**config.mk**
```make
export PLATFORM = sky130hd
export DESIGN_NAME = busyw_reader
export DESIGN_NICKNAME = d
export VERILOG_FILES = /design/src/rtl/busyw_pkg.sv /design/src/rtl/busyw_divider.sv /design/src/rtl/busyw_sync.sv /design/src/rtl/busyw_counter.sv /design/src/rtl/busyw_result.sv /design/src/rtl/busyw_reader.sv
export SDC_FILE = /design/constraint.sdc
export NUM_CORES = 1
export LEC_CHECK = 0
export BUFFER_PORTS_ARGS = -buffer_cell sky130_fd_sc_hd__buf_2
export CORE_ASPECT_RATIO = 1.5
export CORE_MARGIN = 5
export CORE_UTILIZATION = 55
export DETAILED_ROUTE_END_ITERATION = 8
export PLACE_DENSITY_LB_ADDON = 0.2
export SETUP_SLACK_MARGIN = 0.2
export SYNTH_ARGS = -nofsm -noshare
export SYNTH_HDL_FRONTEND = slang
export SYNTH_HIERARCHICAL = 1
export SYNTH_SLANG_ARGS = --single-unit
export TNS_END_PERCENT = 1
```
**constraint.sdc**
```tcl
create_clock -name clk -period 3.05 [get_ports clk]
set_clock_uncertainty 0.2 [all_clocks]
set_input_delay 0.4575 -clock clk [delete_from_list [all_inputs] [get_ports clk]]
set_output_delay 0.4575 -clock clk [all_outputs]
set_load 0.01 [all_outputs]
```
**src/rtl/busyw_pkg.sv**
```systemverilog
package busyw_pkg;
  localparam int DIV_DEF    = 4;
  localparam int CNT_W_DEF  = 17;
  localparam int OFFSET_DEF = 10001;
  localparam int RANGE_DEF  = 20000;
endpackage

```
**src/rtl/busyw_divider.sv**
```systemverilog
module busyw_divider #(
  parameter int DIV = 4
) (
  input  logic clk,
  input  logic rst_n,
  input  logic ref_tick,
  output logic conv_clk,
  output logic cnt_tick
);
  localparam int PH_W = (DIV > 2) ? $clog2(DIV) : 1;
  localparam int HALF = DIV / 2;
  localparam logic [PH_W-1:0] PH_LAST = PH_W'(DIV - 1);
  localparam logic [PH_W-1:0] PH_MID  = PH_W'(HALF - 1);
  localparam logic [PH_W-1:0] PH_HALF = PH_W'(HALF);

  logic [PH_W-1:0] ph, ph_nxt;

  always_comb begin
    ph_nxt = (ph == PH_LAST) ? '0 : ph + 1'b1;
  end

  always_ff @(posedge clk or negedge rst_n) begin
    if (!rst_n) begin
      ph       <= '0;
      conv_clk <= 1'b0;
    end else if (ref_tick) begin
      ph       <= ph_nxt;
      conv_clk <= (ph_nxt >= PH_HALF);
    end
  end

  // two counting ticks per converter clock period
  assign cnt_tick = ref_tick && ((ph == PH_MID) || (ph == PH_LAST));

  AST_CLK_ON_TICK: assert property (@(posedge clk) disable iff (!rst_n)
    !ref_tick |=> $stable(conv_clk));
endmodule

```
**src/rtl/busyw_sync.sv**
```systemverilog
module busyw_sync (
  input  logic clk,
  input  logic rst_n,
  input  logic busy_in,
  output logic busy_s,
  output logic busy_fall
);
  logic meta_q, sync_q, prev_q;

  always_ff @(posedge clk or negedge rst_n) begin
    if (!rst_n) begin
      meta_q <= 1'b0;
      sync_q <= 1'b0;
      prev_q <= 1'b0;
    end else begin
      meta_q <= busy_in;
      sync_q <= meta_q;
      prev_q <= sync_q;
    end
  end

  assign busy_s    = sync_q;
  assign busy_fall = prev_q && !sync_q;
endmodule

```
**src/rtl/busyw_counter.sv**
```systemverilog
module busyw_counter #(
  parameter int CNT_W = 17
) (
  input  logic             clk,
  input  logic             rst_n,
  input  logic             busy_s,
  input  logic             busy_fall,
  input  logic             cnt_tick,
  output logic [CNT_W-1:0] count
);
  always_ff @(posedge clk or negedge rst_n) begin
    if (!rst_n) begin
      count <= '0;
    end else if (busy_fall) begin
      count <= '0;
    end else if (busy_s && cnt_tick && (count != '1)) begin
      count <= count + 1'b1;
    end
  end

  AST_HOLD_IDLE: assert property (@(posedge clk) disable iff (!rst_n)
    (!busy_s && !busy_fall) |=> $stable(count));
  AST_NO_OVERFLOW: assert property (@(posedge clk) disable iff (!rst_n)
    ((count == '1) && !busy_fall) |=> (count == '1));
  AST_CLEAR_AFTER_FALL: assert property (@(posedge clk) disable iff (!rst_n)
    busy_fall |=> (count == '0));
endmodule

```
**src/rtl/busyw_result.sv**
```systemverilog
module busyw_result #(
  parameter int CNT_W  = 17,
  parameter int OFFSET = 10001,
  parameter int RANGE  = 20000
) (
  input  logic               clk,
  input  logic               rst_n,
  input  logic               busy_fall,
  input  logic [CNT_W-1:0]   count,
  input  logic               res_ready,
  output logic               res_valid,
  output logic [CNT_W-2:0]   res_value,
  output logic               res_ovr
);
  localparam int RES_W = CNT_W - 1;
  localparam logic [RES_W-1:0] OFF_L = RES_W'(OFFSET);
  localparam logic [RES_W-1:0] RNG_L = RES_W'(RANGE);

  logic [RES_W-1:0] halved, reading;

  always_comb begin
    halved  = count[CNT_W-1:1];
    reading = (halved < OFF_L) ? '0 : halved - OFF_L;
  end

  always_ff @(posedge clk or negedge rst_n) begin
    if (!rst_n) begin
      res_valid <= 1'b0;
      res_value <= '0;
      res_ovr   <= 1'b0;
    end else if (busy_fall) begin
      res_valid <= 1'b1;
      res_value <= reading;
      res_ovr   <= (reading > RNG_L);
    end else if (res_ready) begin
      res_valid <= 1'b0;
    end
  end

  AST_HOLD_RESULT: assert property (@(posedge clk) disable iff (!rst_n)
    (res_valid && !res_ready && !busy_fall) |=>
      (res_valid && $stable(res_value) && $stable(res_ovr)));
  AST_OVR_MATCH: assert property (@(posedge clk) disable iff (!rst_n)
    res_valid |-> (res_ovr == (res_value > RNG_L)));
endmodule

```
**src/rtl/busyw_reader.sv**
```systemverilog
module busyw_reader
  import busyw_pkg::*;
#(
  parameter int DIV    = DIV_DEF,
  parameter int CNT_W  = CNT_W_DEF,
  parameter int OFFSET = OFFSET_DEF,
  parameter int RANGE  = RANGE_DEF
) (
  input  logic             clk,
  input  logic             rst_n,
  input  logic             ref_tick,
  input  logic             busy_in,
  output logic             conv_clk,
  output logic             res_valid,
  input  logic             res_ready,
  output logic [CNT_W-2:0] res_value,
  output logic             res_ovr
);
  logic             cnt_tick, busy_s, busy_fall;
  logic [CNT_W-1:0] count;

  busyw_divider #(.DIV(DIV)) u_div (
    .clk(clk), .rst_n(rst_n), .ref_tick(ref_tick),
    .conv_clk(conv_clk), .cnt_tick(cnt_tick)
  );

  busyw_sync u_sync (
    .clk(clk), .rst_n(rst_n), .busy_in(busy_in),
    .busy_s(busy_s), .busy_fall(busy_fall)
  );

  busyw_counter #(.CNT_W(CNT_W)) u_cnt (
    .clk(clk), .rst_n(rst_n), .busy_s(busy_s), .busy_fall(busy_fall),
    .cnt_tick(cnt_tick), .count(count)
  );

  busyw_result #(.CNT_W(CNT_W), .OFFSET(OFFSET), .RANGE(RANGE)) u_res (
    .clk(clk), .rst_n(rst_n), .busy_fall(busy_fall), .count(count),
    .res_ready(res_ready), .res_valid(res_valid),
    .res_value(res_value), .res_ovr(res_ovr)
  );

  AST_VALID_FROM_FALL: assert property (@(posedge clk) disable iff (!rst_n)
    $rose(res_valid) |-> $past(busy_fall));
endmodule

```
; ---- Yosys cells after proc, flatten, opt, wreduce, memory -nomap -nowiden
; Index checks and enable logic that the tools add are counted.
[word_totals]
register_bits = 41
out_inout_bits = 19
in_bits = 5
[op_classes]
addsub = 3
eq_ne = 3
mux = 6
n_reduce_logical = 8
n_lt_le_gt_ge = 3
[op_table]
columns = cell, count
row1 = 17-bit two-way mux, 2
row2 = 17-bit by 1-bit adder with 17-bit output (second input constant), 1
row3 = 17-bit inequality test (second input constant), 1
row4 = 16-bit by 15-bit > comparator with 1-bit output (second input constant), 1
row5 = 16-bit by 14-bit less-than comparator with 1-bit output (second input constant), 1
row6 = 16-bit two-way mux, 1
row7 = 16-bit by 14-bit subtractor with 16-bit output (second input constant), 1
row8 = 1-bit logical AND, 4
row9 = 2-bit nonzero test, 2
row10 = 2-bit by 1-bit adder with 2-bit output (second input constant), 1
row11 = 2-bit by 1-bit == test with 1-bit output (second input constant), 1
row12 = 2-bit == test (second input constant), 1
row13 = 2-bit >= comparator (second input constant), 1
row14 = 1-bit two-way mux, 2
row15 = 2-bit two-way mux, 1
row16 = 1-bit zero test, 1
row17 = 1-bit logical OR, 1

; ---- Depth between registers and ports, before layout
; Gate-level depths: netlist (run 1).
[depth]
word_depth = 7
mapped_depth = 10

; ---- By module
; Netlist (run 1), hierarchy kept.
[by_module_without_submodules]
columns = mod, seq_area_each_um2, area_each_um2, instances, cells_each
row1 = busyw_result, 450.4, 1338.8, 1, 158
row2 = busyw_counter, 425.4, 912.1, 1, 96
row3 = busyw_divider, 50.0, 113.9, 1, 10
row4 = busyw_sync, 75.1, 88.8, 1, 4

; ---- Least setup slack after synthesis (run 1)
; OpenSTA, ideal clock, no wires.
[synth_path]
path_type = register -> register
startpoint = reg u_cnt.count[1]
endpoint = reg u_res.res_ovr
slack_ns = 0.657
path_buffers = 0
t_required_ns = 2.721
arrival_time_ns = 2.064
stages_incl_launch_ff = 9
path_cell_list = dfrtp_1 -> inv_1 -> ha_1 -> nor3b_4 -> o22ai_1 -> or4b_1 -> o211a_1 -> and4bb_1 -> o32ai_1
[synth_between]
elab_chain_len = 3
word_cells_on_any_way = 4
classes_between = add/sub: 1 / order compare: 2 / mux: 1
[synth_rtl]
columns = element, line
row1 = start: declaration, busyw_counter.sv:9  ; output logic [CNT_W-1:0] count
row2 = start signal: assignment, busyw_counter.sv:17  ; count <= count + 1'b1;
row3 = 16-bit by 14-bit subtractor with 16-bit output / 16-bit by 14-bit less-than comparator with 1-bit output (equally long branches), busyw_result.sv:23  ; reading = (halved < OFF_L) ? '0 : halved - OFF_L;
row4 = 16-bit two-way mux *, busyw_result.sv:23
row5 = 16-bit by 15-bit > comparator with 1-bit output *, busyw_result.sv:34  ; res_ovr <= (reading > RNG_L);
row6 = end signal: assignment, busyw_result.sv:34
row7 = end: declaration, busyw_result.sv:13  ; output logic res_ovr
; Every way passes the cells marked *; elsewhere a longest branch is shown, timed or not.
; A chain may end at the register's enable or synchronous reset.

; ---- Worst setup path after layout (run 1)
; Same ends and word-level chain as after synthesis.

==> flow_summary.ini, run 1 <==
[run_status]
status = finished, final reports clean

[worst_setup_path]
critPathBufInv = 1
cp_slowest_cell = dfrtp_2
slowest_delay_ps = 480
timing_worst_setup_path_type = reg2reg
cp_top_family = compound AO/OA/AOI/OAI gates
cp_max_fo = 10
path_cells = inv_1 -> ha_1 -> or3b_1 -> nand2_1 -> o2111ai_1 -> a221oi_1 -> a211oi_1 -> o32ai_1
end_kind = flip-flop
worstSetupStartpointType = flip-flop
required_ps = 3040
worstPathArrival_ps = 2650

[sta]
clock.fmax_ghz = 0.376
hold_ws_ps = 69.7
worstMarginPinSlew_ps = 883
setup-tns-final_ps = 0
setup_viol = 0
min_period_ps = 2660
rsz0062_at_grt = true
period_share_pct = 87.3
finalWorstSetupSlack_ps = 388
slew_viol_final = 0
hold_violations = 0
worst_slew_margin_rel_pct = 41.1

[logic_synthesis]
synth_xor_area_share_pct = 8.21
synth_edf_count = 0
ys_warn_count = 6
muxShareOfSynthArea_pct = 1.94
synthTopCellsByCount = 40 x dfrtp_1, 29 x nor2_1, 23 x inv_1
yosysTopAreaCellShare_pct = 40.8
ys_seq_elements = 40
postSynthAreaPerCell_um2 = 9.16
synth_area_um2 = 2450
synth.most_common_cell = dfrtp_1
synth_top_family_by_area = simple AND/OR/NAND/NOR gates
synth_cells = 268
synth_cell_types = 63
synth.largest_area_cell = dfrtp_1
synthTopCellsByArea = dfrtp_1 41%, xnor2_1 6.8%, nor2_1 4.4%
synth_compound_gate_area_share_pct = 15.8
yosysSeqAreaShare_pct = 40.8
synth-adder-area-share_pct = 2.55
async_flop_share_pct = 100
synth_flop_cell = dfrtp_1
synthSimpleGateAreaFrac_pct = 24.4
synth_nets = 278

[global_route]
grt_max_degree = 41
grt_pass1_wl_um = 8930
grt_pass1_vias = 1960
grtUsageTotal_pct = 19.0
grt_overflow = 0
antenna_found_initial = 0

[floorplan]
core_um2 = 4280
initial_core_util_pct = 57.3
ios = 24
dieArea_um2 = 5920
die_x_um = 64.5
die_y_um = 91.8
num_rows = 29

[routing]
wire_per_inst_um = 15.4
vias_per_cell = 5.86
wirelength_um = 5230
ant_nets = 0
drt_iter0_markers = 115
drcViolationCount = 0
via_count = 1986
drt_first_pass_iters = 4

[clocking]
cts_tree = done
ctsHoldBuffers = 0
clock_path_buffers = 2
cts-root-buf = clkbuf_8
htree_levels = 2
clk_latency_ps = 290
clock-sinks = 40
cts_buffers = 5
clk_pin_slew_ps = 70

[place]
gp_congestion = 0.896
pre_cts_ws_ps = 309
io_buffers = 23
dp_hpwl_um = 3790

[cells_and_area]
diodes = 0
fillCellCount = 395
area_delta_synth_final_pct = 10.2
finalNetCount = 303
drive_gt1_share_pct = 18.8
final_core_util_pct = 63.2

[run]
cap_violations = 0

[pwr]
ir_worst_vdd_v = 0.000358
power_leakage_nw = 1.23
power_density_nw_per_um2 = 419

[hold_path]
hold_class = in2reg
[final cells by class]
type / count / area, um2 / area share [%]
inverters: 23 / 86.3 / 3.19
clock inverters: 1 / 5.00 / 0.185
clock buffers: 6 / 72.6 / 2.68
multi-input cells: 191 / 1300 / 47.9
repair buffers: 32 / 183 / 6.76
well taps: 46 / 57.6 / 2.13
flip-flops and latches: 40 / 1000 / 37.1
[per-stage QoR]
step	std cells	power [mW]	cell area [um2]
3_5_place_dp	332	0.812	2620
5_1_grt	339	1.20	2700
3_3_place_gp	332	0.808	2620
4_1_cts	339	1.15	2700
2_1_floorplan	268	0.752	2450
6_report	339	1.13	2700
[per-layer routing]
metal  vias to the layer above  track usage [%]  wire (um)
met5                         -                0          0
met4                         0             9.17        151
met3                        17             3.67        200
met2                        54             32.8       2740
met1                       939             22.1       2140
li1                        976                -          -
[power breakdown]
part | internal, mW | total [mW] | switching [mW]
clock | 0.155 | 0.329 | 0.173
combinational | 0.0932 | 0.206 | 0.113
sequential | 0.562 | 0.597 | 0.0347
[repair_timing]
item                       in CTS  in global routing
resized for setup               0                  2
buffers inserted                0                  0
setup endpoints to repair       0                  3
[cell families after synthesis]
family | Yosys count
and+or+nand+nor | 106
AOI/OAI and AO/OA | 53
DFF | 40
buffers and inverters | 37
xor gates and xnor gates | 23
adders and majority gates | 5
muxes | 4
[path summary, 6_finish.rpt]
check | startpoint | to | slack (ps) | cells past startpoint
min in group asynchronous | rst_n | u_res/res_value[13]$_DFFE_PN0P_ | 80 | 1
setup / recovery | u_cnt/count[1]$_DFFE_PN0P_ | u_res/res_ovr$_DFFE_PN0P_ | 390 | 8
max in group asynchronous | rst_n | u_cnt/count[10]$_DFFE_PN0P_ | 1960 | 1
hold reg to reg | u_sync/meta_q$_DFF_PN0_ | u_sync/busy_s$_DFF_PN0_ | 170 | 0
setup reg to reg | u_cnt/count[1]$_DFFE_PN0P_ | u_res/res_ovr$_DFFE_PN0P_ | 390 | 8
hold / removal | busy_in | u_sync/meta_q$_DFF_PN0_ | 70 | 1
[state kept, by name, indices dropped and copies added (netlist names)]
| signal | cells |
|---|---|
| u_sync/busy_s | 1 |
| u_res/res_value | 16 |
| u_div/ph | 1 |
| u_sync/prev_q | 1 |
| u_sync/meta_q | 1 |
| u_cnt/count | 17 |
| u_div/conv_clk | 1 |
| u_res/res_ovr | 1 |
| u_res/res_valid | 1 |
[worst reg2reg max path, cell delays in order (launching register included)]
cell	delay (ps)
dfrtp_2	480
inv_1	110
ha_1	280
or3b_1	450
nand2_1	140
o2111ai_1	130
a221oi_1	390
a211oi_1	140
o32ai_1	250
[layout by cell type (no fill, tap or decap), drive strengths merged, types with 2 or more instances in the layout]
master  synthesis  layout
o31ai           2       2
nand3b          3       3
o21ai          13      13
buf             8      32
nor3           10      10
a21boi          2       2
o21bai          2       2
nand2          17      17
dfrtp          40      40
o32ai           2       2
mux2            3       3
nand2b          2       2
inv            23      23
o22ai           5       5
or3             2       2
and3            2       2
xnor2          19      19
o211a           2       2
ha              5       5
nor2b           6       6
nor3b           3       3
nor4            5       5
a31o            3       3
a21oi          10      10
clkbuf          6       6
nand4           5       5
nand3          17      17
nor2           29      29
xor2            4       4
Note: power is estimated with default switching activity, not from simulation.
==> inputs of run 2 (changes only) <==
--- a/config.mk
+++ b/config.mk
@@ -5,6 +5,7 @@
 export SDC_FILE = /design/constraint.sdc
 export NUM_CORES = 1
 export LEC_CHECK = 0
+export ABC_AREA = 1
 export BUFFER_PORTS_ARGS = -buffer_cell sky130_fd_sc_hd__buf_2
 export CORE_ASPECT_RATIO = 1.5
 export CORE_MARGIN = 5
==> flow_summary.ini, run 2 <==
[logic_synthesis]
ys_seq_elements = 40
synth_nets = 391
synth_flop_cell = dfrtp_1
yosysTopAreaCellShare_pct = 38.9
async_flop_share_pct = 100
synth_cells = 381
postSynthAreaPerCell_um2 = 6.75
synthTopCellsByCount = 125 x nand2_1, 51 x nor2_1, 42 x inv_1, 42 x nand3_1, 40 x dfrtp_1
synthTopCellsByArea = dfrtp_1 39%, nand2_1 18%, nand3_1 8.2%
synth_edf_count = 0
synth.largest_area_cell = dfrtp_1
synth_area_um2 = 2570
synth.most_common_cell = nand2_1
synth_cell_types = 30
ys_warn_count = 6
yosysSeqAreaShare_pct = 38.9

[cells_and_area]
final_core_util_pct = 62.5
final_common_cell = nand2_1
seq_area_um2 = 1000
finalNetCount = 416
multi_input_area_um2 = 1360
diodes = 0
fillCellCount = 459
mostFrequentLayoutCells = 125 x nand2_1, 51 x nor2_1, 42 x inv_1, 42 x nand3_1, 40 x dfrtp_1
largest_reg_flops = 17
area_delta_synth_final_pct = 10.4
largest-register = u_cnt/count
drive_gt1_share_pct = 13.8
reg.largest.list = u_cnt/count x17, u_res/res_value x16

[routing]
wl_met2_um = 3140
vias_per_cell = 5.11
drcViolationCount = 0
drt_iter0_markers = 119
met1_length_um = 2260
drt_first_pass_iters = 4
wirelength_um = 5730
wire_per_inst_um = 12.2
top_layer = met4
met3_length_um = 220
ant_nets = 0
via_count = 2407

[floorplan]
num_rows = 30
initial_core_util_pct = 56.6
core_um2 = 4540
ios = 24
die_y_um = 93.8
die_x_um = 65.8
dieArea_um2 = 6170

[clocking]
cts.repair.resized = 0
cts_tree = done
clk_latency_ps = 300
clock_path_buffers = 2
cts-root-buf = clkbuf_8
cts_buffers = 5
cts_setup_buffers = 0
ctsHoldBuffers = 0
clock-sinks = 40
clk_pin_slew_ps = 80
htree_levels = 2

[global_route]
grt_pass1_wl_um = 10100
grt_max_degree = 41
antenna_found_initial = 0
grtUsageTotal_pct = 21.1
grt_overflow = 0
grt_pass1_vias = 2303

[worst_setup_path]
r2r-end = u_res/res_ovr$_DFFE_PN0P_
rrSetupSlack_ps = 740
cp_max_fo = 18
worstSetupStartpointType = flip-flop
worstPathArrival_ps = 2290
required_ps = 3030
reg2reg_from = u_cnt/count[1]$_DFFE_PN0P_
reg2regPathDepth = 16
crit_end = u_res/res_ovr$_DFFE_PN0P_
timing_worst_setup_path_type = reg2reg
cp-startpoint = u_cnt/count[1]$_DFFE_PN0P_
end_kind = flip-flop

[pwr]
ir_worst_vdd_v = 0.000361
power_mw = 1.14
power_density_nw_per_um2 = 402
power_leakage_nw = 1.46

[sta]
rsz0062_at_grt = false
clock.fmax_ghz = 0.433
period_share_pct = 75.7
setup-tns-final_ps = 0
min_period_ps = 2310
hold_violations = 0
worst_slew_margin_rel_pct = 42.0
slew_viol_final = 0
worstMarginPinSlew_ps = 870
finalWorstSetupSlack_ps = 743
setup_viol = 0

[run_status]
status = finished, final reports clean

[run]
cap_violations = 0

[place]
gp_congestion = 0.875
io_buffers = 23
pre_cts_ws_ps = 751
dp_hpwl_um = 4410

[hold_path]
hold_class = in2reg
run 2: cell count changes in the layout (fill, tap and decap cells not counted), moves of 15 or more:
cell     before  now
xnor2_1      19    0
nand3_1      17   42
o21ai_0       2   17
inv_1        23   42
nand2_1      16  125
nor2_1       29   51
run 2: cell type report:
class                           count  share of cell area, %
Clock buffer                        6                   2.56
Clock inverter                      2                   1.23
Inverter                           48                   6.35
Multi-Input combinational cell    288                   47.7
Sequential cell                    40                   35.3
Tap cell                           64                   2.82
Timing Repair Buffer               23                   4.05
run 2: worst max-delay path, stage by stage, from the launching register on:
cell	delay, ps
dfrtp_1	440
inv_1	120
ha_1	250
nand2_1	90
nand2_2	110
nand2_4	120
nand2_2	60
nand2_4	170
nand3_2	140
inv_2	60
nand2_1	50
nor2_2	100
nand3_1	80
nand2_1	60
inv_1	40
nand2_1	40
nand2_1	40
run 2: per-layer routing:
layer	vias to the layer above	global-route usage, %
met5	-	0
met4	0	8.13
met3	10	3.71
met2	58	39.7
met1	1087	22.7
li1	1252	-
run 2: how the worst min path moves through the flow:
| stage | from | to | cells after the start |
|---|---|---|---|
| after floorplan | rst_n | u_cnt/count[0]$_DFFE_PN0P_ | 0 |
| after global placement | u_sync/meta_q$_DFF_PN0_ | u_sync/busy_s$_DFF_PN0_ | 0 |
| after detailed placement | u_sync/meta_q$_DFF_PN0_ | u_sync/busy_s$_DFF_PN0_ | 0 |
| after CTS | busy_in | u_sync/meta_q$_DFF_PN0_ | 1 |
| after global routing | busy_in | u_sync/meta_q$_DFF_PN0_ | 1 |
| final | busy_in | u_sync/meta_q$_DFF_PN0_ | 1 |
run 2: through the flow:
step | std cells | hold WS (ps) | area [um2]
6_report | 471 | 64.8 | 2840
5_1_grt | 471 | 66.2 | 2840
4_1_cts | 471 | 65.0 | 2840
3_5_place_dp | 463 | 145 | 2730
3_3_place_gp | 463 | 135 | 2730
2_1_floorplan | 381 | -38.1 | 2570
run 2: cell families (layout without fill, tap and decap cells):
group / after synthesis / after routing / share of synthesized area [%]
AND/OR/NAND/NOR: 247 / 247 / 42.2
buffers and inverters: 53 / 79 / 8.41
flip-flops: 40 / 40 / 38.9
AO/OA/AOI/OAI: 35 / 35 / 7.68
adder cells (fa/ha/maj): 5 / 5 / 2.43
XOR/XNOR: 1 / 1 / 0.341
run 2: where the power goes:
part / leakage [nW] / internal [mW] / switching (mW)
clock network: 0.0552 / 0.243 / 0.181
logic: 0.860 / 0.0474 / 0.0900
registers: 0.546 / 0.553 / 0.0259
total: 1.46 / 0.843 / 0.297
==> inputs of run 3 (changes only) <==
==> constraint.sdc (replaced) <==
create_clock -name clk -period 2.3 [get_ports clk]
set_clock_uncertainty 0.2 [all_clocks]
set_input_delay 0.345 -clock clk [delete_from_list [all_inputs] [get_ports clk]]
set_output_delay 0.345 -clock clk [all_outputs]
set_load 0.01 [all_outputs]
==> flow_summary.ini, run 3 (synthesized netlist as in run 2, its figures left out) <==
[routing]
vias_per_cell = 5.32
ant_nets = 0
drt_iter0_markers = 184
wirelength_um = 6960
wire_per_inst_um = 13.8
drt_first_pass_iters = 4
via_count = 2677
drcViolationCount = 0

[sta]
setup_viol = 0
clock.fmax_ghz = 0.478
worstMarginPinSlew_ps = 792
rsz0062_at_grt = true
hold_violations = 0
min_period_ps = 2090
hold_ws_ps = 31.1
slew_viol_final = 0
worst_slew_margin_rel_pct = 47.1
period_share_pct = 90.9
setup-tns-final_ps = 0

[worst_setup_path]
required_ps = 2330
timing_worst_setup_path_type = reg2reg
worstSetupStartpointType = flip-flop
cp_max_fo = 4
end_kind = flip-flop
worstPathArrival_ps = 2120

[place]
io_buffers = 23
dp_hpwl_um = 4380
placed_area_um2 = 2810
gp_congestion = 0.851

[clocking]
clock-sinks = 40
clock_path_buffers = 2
cts-root-buf = clkbuf_8
clk_pin_slew_ps = 80
cts_tree = done
cts_buffers = 5
clk_latency_ps = 290
htree_levels = 2

[cells_and_area]
reg.largest.list = u_cnt/count x17, u_res/res_value x16
fillCellCount = 320
area_delta_synth_final_pct = 32.5
drive_gt1_share_pct = 32.8
largest-register = u_cnt/count
largest_reg_flops = 17
finalNetCount = 449
diodes = 0
final_common_cell = nand2_1
mostFrequentLayoutCells = 111 x nand2_1, 38 x nor2_1, 37 x inv_1
final_core_util_pct = 75.1
fin_area_um2 = 3410

[global_route]
antenna_found_initial = 0
grt_pass1_vias = 2318
grt_overflow = 0
grtUsageTotal_pct = 20.5
grt_pass1_wl_um = 9880
grt_max_degree = 41

[floorplan]
die_x_um = 65.8
ios = 24
initial_core_util_pct = 56.6
die_y_um = 93.8
num_rows = 30
core_um2 = 4540
dieArea_um2 = 6170

[pwr]
ir_worst_vdd_v = 0.000372
power_leakage_nw = 1.68
power_density_nw_per_um2 = 509

[hold_path]
hold_class = in2reg

[run]
cap_violations = 0

[run_status]
status = finished, final reports clean
## run 3: power by group
part           switching [mW]  leakage [nW]  internal [mW]
logic                   0.160          1.09          0.127
registers              0.0347         0.526          0.734
clock network           0.251        0.0642          0.427
## run 3: final timing paths
| check | from | to | slack [ps] | depth (start not counted) |
|---|---|---|---|---|
| worst max register to register | u_cnt/count[1]$_DFFE_PN0P_ | u_cnt/count[10]$_DFFE_PN0P_ | 210 | 13 |
| worst min register to register | u_sync/meta_q$_DFF_PN0_ | u_sync/busy_s$_DFF_PN0_ | 160 | 0 |
| min in group asynchronous | rst_n | u_res/res_value[2]$_DFFE_PN0P_ | 440 | 3 |
| max in group asynchronous | rst_n | u_cnt/count[14]$_DFFE_PN0P_ | 1080 | 3 |
| worst max-delay path | u_cnt/count[1]$_DFFE_PN0P_ | u_cnt/count[10]$_DFFE_PN0P_ | 210 | 13 |
| worst min-delay path | res_ready | u_res/res_valid$_DFFE_PN0P_ | 30 | 2 |
## run 3: per-stage QoR
step                      setup slack, ps  instances  power, mW
after CTS                             159        484       1.66
after global routing                 80.7        503       1.81
final                                 208        503       1.73
after floorplan                       323        381      0.904
after global placement                127        473      0.971
after detailed placement             86.8        473      0.980
## run 3: repair_timing
item | CTS | global route
resized for setup | 7 | 75
setup buffers | 2 | 18
hold endpoints to repair | 41 | 0
setup endpoints to repair | 14 | 17
cloned | 0 | 1
hold buffers | 2 | 0
pin swaps | 2 | 20
## run 3: layout make-up
| type | instances | area (um2) | share of cell area, % |
|---|---|---|---|
| Clock buffer | 5 | 68.8 | 2.02 |
| Clock inverter | 2 | 60.1 | 1.76 |
| Inverter | 48 | 180 | 5.28 |
| Multi-Input combinational cell | 289 | 1640 | 48.1 |
| Sequential cell | 40 | 1020 | 29.8 |
| Tap cell | 64 | 80.1 | 2.35 |
| Timing Repair Buffer | 55 | 364 | 10.7 |
## run 3: routing by layer
layer,track usage (%),wire length [um],up-vias
li1,-,-,1329
met1,22.2,2810,1235
met2,37.7,3680,91
met3,3.59,226,22
met4,9.00,244,0
met5,0,0,-
## run 3: worst max-delay path, stage by stage, from the launching register on
cell      delay [ps]
dfrtp_2          450
ha_4             180
inv_1             60
nor2_1            70
nand3_2           90
nor2_2            50
ha_4             170
inv_2             60
nand3_4          100
nor2_4           170
nand2_2           80
o21bai_1         160
inv_1             70
nor2_1            90
